--- config.mk ---
export PLATFORM = sky130hd
export DESIGN_NAME = alu8_core
export DESIGN_NICKNAME = d
export VERILOG_FILES = /design/src/rtl/alu8_pkg.sv /design/src/rtl/alu8_arith.sv /design/src/rtl/alu8_logic.sv /design/src/rtl/alu8_cmp.sv /design/src/rtl/alu8_core.sv
export SDC_FILE = /design/constraint.sdc
export NUM_CORES = 1
export LEC_CHECK = 0
export BUFFER_PORTS_ARGS = -buffer_cell sky130_fd_sc_hd__buf_2
export CAP_MARGIN = 20
export CORE_MARGIN = 8
export CORE_UTILIZATION = 40
export DETAILED_ROUTE_END_ITERATION = 12
export PLACE_DENSITY = 0.7
export SETUP_SLACK_MARGIN = 0.1
export SYNTH_ARGS = -nofsm -noshare
export SYNTH_HDL_FRONTEND = slang
export SYNTH_SLANG_ARGS = --single-unit
--- constraint.sdc ---
create_clock -name vclk -period 2.6
set_input_delay 0.13 -clock vclk [all_inputs]
set_output_delay 0.13 -clock vclk [all_outputs]
set_load 0.02 [all_outputs]
--- src/rtl/alu8_pkg.sv ---
package alu8_pkg;
    typedef enum logic [2:0] {
        OP_ADD = 3'b000,
        OP_SHR = 3'b001,
        OP_SHL = 3'b010,
        OP_INV = 3'b011,
        OP_AND = 3'b100,
        OP_IOR = 3'b101,
        OP_XOR = 3'b110,
        OP_NOP = 3'b111
    } op_e;
endpackage

--- src/rtl/alu8_arith.sv ---
module alu8_arith #(
    parameter int W = 8
) (
    input  logic [W-1:0] a,
    input  logic [W-1:0] b,
    input  logic         cin,
    output logic [W-1:0] add_res,
    output logic         add_co,
    output logic [W-1:0] shr_res,
    output logic         shr_co,
    output logic [W-1:0] shl_res,
    output logic         shl_co
);
    logic [W:0] sum_ext;

    assign sum_ext = {1'b0, a} + {1'b0, b};
    assign add_res = sum_ext[W-1:0];
    assign add_co  = sum_ext[W];

    // carry_in enters at the vacated end, the bit pushed out becomes carry
    assign shr_res = {cin, a[W-1:1]};
    assign shr_co  = a[0];
    assign shl_res = {a[W-2:0], cin};
    assign shl_co  = a[W-1];
endmodule

--- src/rtl/alu8_logic.sv ---
module alu8_logic #(
    parameter int W = 8
) (
    input  logic [W-1:0] a,
    input  logic [W-1:0] b,
    output logic [W-1:0] inv_res,
    output logic [W-1:0] and_res,
    output logic [W-1:0] ior_res,
    output logic [W-1:0] xor_res
);
    assign inv_res = ~a;
    assign and_res = a & b;
    assign ior_res = a | b;
    assign xor_res = a ^ b;
endmodule

--- src/rtl/alu8_cmp.sv ---
module alu8_cmp #(
    parameter int W = 8
) (
    input  logic [W-1:0] a,
    input  logic [W-1:0] b,
    output logic         eq,
    output logic         gt
);
    logic [W:0] diff_ext;

    // b - a borrows exactly when a > b (unsigned)
    assign diff_ext = {1'b0, b} - {1'b0, a};
    assign gt = diff_ext[W];
    assign eq = (diff_ext[W-1:0] == '0);
endmodule

--- src/rtl/alu8_core.sv ---
module alu8_core #(
    parameter int W = 8
) (
    input  logic [W-1:0] opnd_a,
    input  logic [W-1:0] opnd_b,
    input  logic         carry_in,
    input  logic [2:0]   op_sel,
    output logic [W-1:0] result,
    output logic         carry_out,
    output logic         zero_flag,
    output logic         equal_flag,
    output logic         a_larger_flag
);
    import alu8_pkg::*;

    op_e          op;
    logic [W-1:0] add_res, shr_res, shl_res;
    logic         add_co, shr_co, shl_co;
    logic [W-1:0] inv_res, and_res, ior_res, xor_res;

    assign op = op_e'(op_sel);

    alu8_arith #(.W(W)) u_arith (
        .a(opnd_a), .b(opnd_b), .cin(carry_in),
        .add_res(add_res), .add_co(add_co),
        .shr_res(shr_res), .shr_co(shr_co),
        .shl_res(shl_res), .shl_co(shl_co)
    );

    alu8_logic #(.W(W)) u_logic (
        .a(opnd_a), .b(opnd_b),
        .inv_res(inv_res), .and_res(and_res),
        .ior_res(ior_res), .xor_res(xor_res)
    );

    alu8_cmp #(.W(W)) u_cmp (
        .a(opnd_a), .b(opnd_b),
        .eq(equal_flag), .gt(a_larger_flag)
    );

    always_comb begin
        unique case (op)
            OP_ADD: begin result = add_res; carry_out = add_co; end
            OP_SHR: begin result = shr_res; carry_out = shr_co; end
            OP_SHL: begin result = shl_res; carry_out = shl_co; end
            OP_INV: begin result = inv_res; carry_out = 1'b0;   end
            OP_AND: begin result = and_res; carry_out = 1'b0;   end
            OP_IOR: begin result = ior_res; carry_out = 1'b0;   end
            OP_XOR: begin result = xor_res; carry_out = 1'b0;   end
            OP_NOP: begin result = '0;      carry_out = 1'b0;   end
        endcase
    end

    assign zero_flag = ~|result;
endmodule

Yosys cells after proc, flatten, opt, wreduce, memory -nomap -nowiden

Cells that the tools add are included.

Shift operators: 0
Magnitude comparators: 0
Equality and inequality tests: 7
Reductions and logical operators: 5
$add $sub $neg: 2
Div/mod/pow operators: 0
$mul: 0
Bitwise operators: 4
Muxes and demuxes: 2

Operator list:

| kind                                                            | number |
|---|---|
| 8-bit case mux with 8 select lines                              | 1 |
| 3-bit == test, second input constant                            | 4 |
| 8-bit by 8-bit adder with 9-bit output                          | 1 |
| 8-bit by 8-bit subtractor with 9-bit output                     | 1 |
| 8-bit bitwise AND                                               | 1 |
| 8-bit zero test                                                 | 1 |
| 8-bit NOT                                                       | 1 |
| 8-bit OR                                                        | 1 |
| 8-bit OR reduction                                              | 1 |
| 8-bit XOR                                                       | 1 |
| 3-bit by 2-bit == test with 1-bit output, second input constant | 2 |
| 5-bit OR reduction                                              | 1 |
| 1-bit case mux with 4 select lines                              | 1 |
| 3-bit by 1-bit == test with 1-bit output, second input constant | 1 |
| 3-bit zero test                                                 | 1 |
| 1-bit zero test                                                 | 1 |

Bits of input ports: 20
Latch bits: 0
Bits in registers: 0
Memory bits (read-only): 0
Word-level logic and storage cells: 20
Memory bits (writable): 0
Output and inout port bits: 12
Memories: 0

Depth between registers and ports, before layout

Depth in word-level cells: 4
Mapped depth: 9
Depth with buffers taken out: 9

By module

A second synthesis with hierarchy kept.

Cell total of the unflattened synthesis: 228
Area, all modules: 1702.9 um^2

Modules (own cells, without submodules):

| module     | times used | cells an instance | area each (um^2) |
|---|---|---|---|
| alu8_core  | 1          | 79                | 603.1 |
| alu8_arith | 1          | 60                | 459.2 |
| alu8_cmp   | 1          | 49                | 350.3 |
| alu8_logic | 1          | 40                | 290.3 |

Least setup slack after synthesis

OpenSTA, ideal clock, no wires.

Path type: input-to-output
Start: in opnd_a[1]
End: out equal_flag
Arrival time: 2436 ps
Slack: 34 ps
Stages: 8
Required time: 2470 ps
Cell sequence: inv_1 -> ha_1 -> o21ba_2 -> nor2_1 -> o311ai_1 -> a221oi_2 -> xnor2_1 -> a2111oi_0

Word-level cells in the longest chain between the ends: 2

RTL lines:

| what                                        | RTL line        | text |
|---|---|---|
| from (decl)                                 | alu8_core.sv:4  | `input logic [W-1:0] opnd_a,` |
| 8-bit by 8-bit subtractor with 9-bit output | alu8_cmp.sv:12  | `assign diff_ext = {1'b0, b} - {1'b0, a};` |
| 8-bit zero test                             | alu8_cmp.sv:14  | `assign eq = (diff_ext[W-1:0] == '0);` |
| to (decl)                                   | alu8_core.sv:11 | `output logic equal_flag,` |

Every way passes these cells.

Worst setup path in the final report

Start: in opnd_a[0]
End: out zero_flag

Word-level cells in the longest chain between the ends: 4
Elaborated cells on any way between the ends: 8
Those cells by class: add/sub (1); mux (1); bitwise (4); reduce/logical (2)

RTL lines:

| what                                                                 | RTL line         | text |
|---|---|---|
| 8-bit by 8-bit adder with 9-bit output, or another cell as far along | alu8_arith.sv:16 | `assign sum_ext = {1'b0, a} + {1'b0, b};` |
| 8-bit case mux with 8 select lines *                                 | alu8_core.sv:42  | `unique case (op)` |
| 8-bit OR reduction *                                                 | alu8_core.sv:54  | `assign zero_flag = ~\|result;` |
| 1-bit zero test *                                                    | alu8_core.sv:54  |  |
| to (decl)                                                            | alu8_core.sv:10  | `output logic zero_flag,` |

Every way passes the cells marked *; elsewhere a longest branch is shown, timed or not.

==> results_dict.tcl <==
set metrics [dict create \
    hold_class "in2out" \
    end_kind "output port" \
    die-width_um 76.2 \
    coreArea_um2 3580 \
    cp.required_ps 2470 \
    synth.top_cell.area_share_pct 21.6 \
    synth_nets 252 \
    vdd_drop_max_mv 0.0753 \
    synth-adder-area-share_pct 24.3 \
    status "complete, no violations" \
    place.gp.congestion 0.947 \
    clock_buffers 0 \
    period_share_pct 92.9 \
    yosysUniqueCellTypes 49 \
    postRouteWirelength_um 4340 \
    grt_use_total_pct 13.9 \
    seq_area_um2 0 \
    power_uw 382 \
    final_common_cell "buf_2" \
    syn_to_final_growth_pct 19.0 \
    num_rows 22 \
    syn-instance-count 205 \
    syn_avg_cell_area_um2 7.08 \
    finalSetupViolations 0 \
    dp_hpwl_um 3470 \
    slowest_stage "or4_4" \
    rsz0062_at_grt "true" \
    tns_ps 0 \
    synthMuxAreaShare_pct 5.86 \
    initial_core_util_pct 40.6 \
    synth_xor_area_share_pct 3.62 \
    fill_cells 373 \
    slew_violations 0 \
    wire_per_inst_um 15.5 \
    cpPeakStageDelay_ps 580 \
    synth_area_leaders "ha_1 22%, inv_1 6.7%, nor2_1 6.5%" \
    hold_buffers 0 \
    io_buffers 32 \
    cts_resized 0 \
    hold_viol_final 0 \
    hp-start "opnd_a[0]" \
    cts_setup_buffers 0 \
    grt_pass1_vias 1538 \
    ys_seq_area_share_pct 0 \
    timing.critical_path.mode_cell "buf_4" \
    synth-simple-area-share_pct 20.8 \
    diodes 0 \
    num_vias 1585 \
    fin_crit_ps 2410 \
    cp_max_fo 5 \
    max_freq_mhz 414 \
    antenna_found_initial 0 \
    drc 0 \
    critPathKind "in2out" \
    stdcell_count 280 \
    synth_top_family_by_area "compound AO/OA/AOI/OAI gates" \
    finalWorstSetupSlack_ps 186 \
    crit_start "opnd_a[0]" \
    overflow 0 \
    drtIter0Drc 111 \
    syn_area_um2 1450 \
    drive_above_1_share_pct 25.4 \
    die_area_um2 5810 \
    synth_compound_gate_area_share_pct 32.8 \
    grt_max_degree 25 \
    dr.pass1.iters 4 \
    path_cells "buf_4 -> ha_4 -> inv_1 -> fa_1 -> o21a_1 -> o22a_1 -> o221ai_2 -> or4_4 -> nor4b_4 -> buf_4" \
    multi_input_area_um2 1340 \
    worst_slew_pin_slew_ps 474 \
    power_density_nw_per_um2 221 \
    yosys.area.top_type "ha_1" \
    cp-start-kind "input port" \
    relSlewSlack_pct 68.4 \
    postRouteAntennaNets 0 \
    pre_cts_slack_ps 118 \
    power_leakage_nw 0.824 \
    ios 32 \
    cap_violations 0 \
    vias_per_cell 5.66 \
    yosysWarnings 0 \
    grt_pass1_wl_um 7160 \
    fin_nets 281 \
    cp.arrival_ps 2280 \
    final_cell_mix "29 x buf_2, 25 x inv_1, 25 x nor2_1" \
    die_h_um 76.2 \
    seq_cells 0 \
    dp.cells 280 \
]
path summary, 6_finish.rpt:
kind                    end  slack [ps]  cells after the start
setup / recovery  zero_flag         190                     10
hold / removal    carry_out         800                      4
layer usage:
metal | share of wire (%) | vias up | routed length, µm | track usage [%]
li1 | - | 789 | - | -
met1 | 45 | 744 | 1960 | 17.9
met2 | 49 | 52 | 2120 | 24.2
met3 | 6.0 | 0 | 261 | 2.24
met4 | 0 | 0 | 0 | 1.15
met5 | 0 | - | 0 | 0
cell families after synthesis:
family,after synthesis
compound gates,65
xor+xnor,6
fa+ha+maj,27
buf+inv,39
mux,8
simple gates,60
power by group:
group	total [mW]	internal [mW]	switching, mW	leakage (nW)
Clock	0	0	0	0
Sequential	0	0	0	0
Combinational	0.382	0.159	0.223	0.824
worst max-delay path, delay by kind of cell:
| kind | cells | cell delay [ps] |
|---|---|---|
| AOI/OAI and AO/OA | 3 | 380 |
| adders and majority gates | 2 | 630 |
| and+or+nand+nor | 2 | 800 |
| buffers and inverters | 3 | 340 |
Yosys cell counts (all sizes together) (2+ instances only):
master,instances
fa,2
clkbuf,3
or3,4
nand2b,3
inv,26
xor2,2
buf,10
a2111oi,2
o22ai,4
nand2,11
nor2,25
o21a,3
a221oi,5
nor3,6
nor2b,4
a22oi,2
a21o,2
mux2i,7
xnor2,4
ha,25
a211oi,8
a21oi,10
o221ai,3
o21ai,13
o21ba,2
area by class of cell:
class	instances	share of cell area (%)
well taps	48	3.48
inverters	26	5.65
repair buffers	40	13.2
multi-input cells	166	77.7
metrics by stage:
stage	utilization, %	hold slack [ps]	cell area [µm²]
5_1_grt	48.3	845	1730
4_1_cts	46.0	786	1650
6_report	48.3	797	1730
3_5_place_dp	46.0	789	1650
2_1_floorplan	-	468	1450
3_3_place_gp	46.0	791	1650
Note: power is estimated with default switching activity, not from simulation.
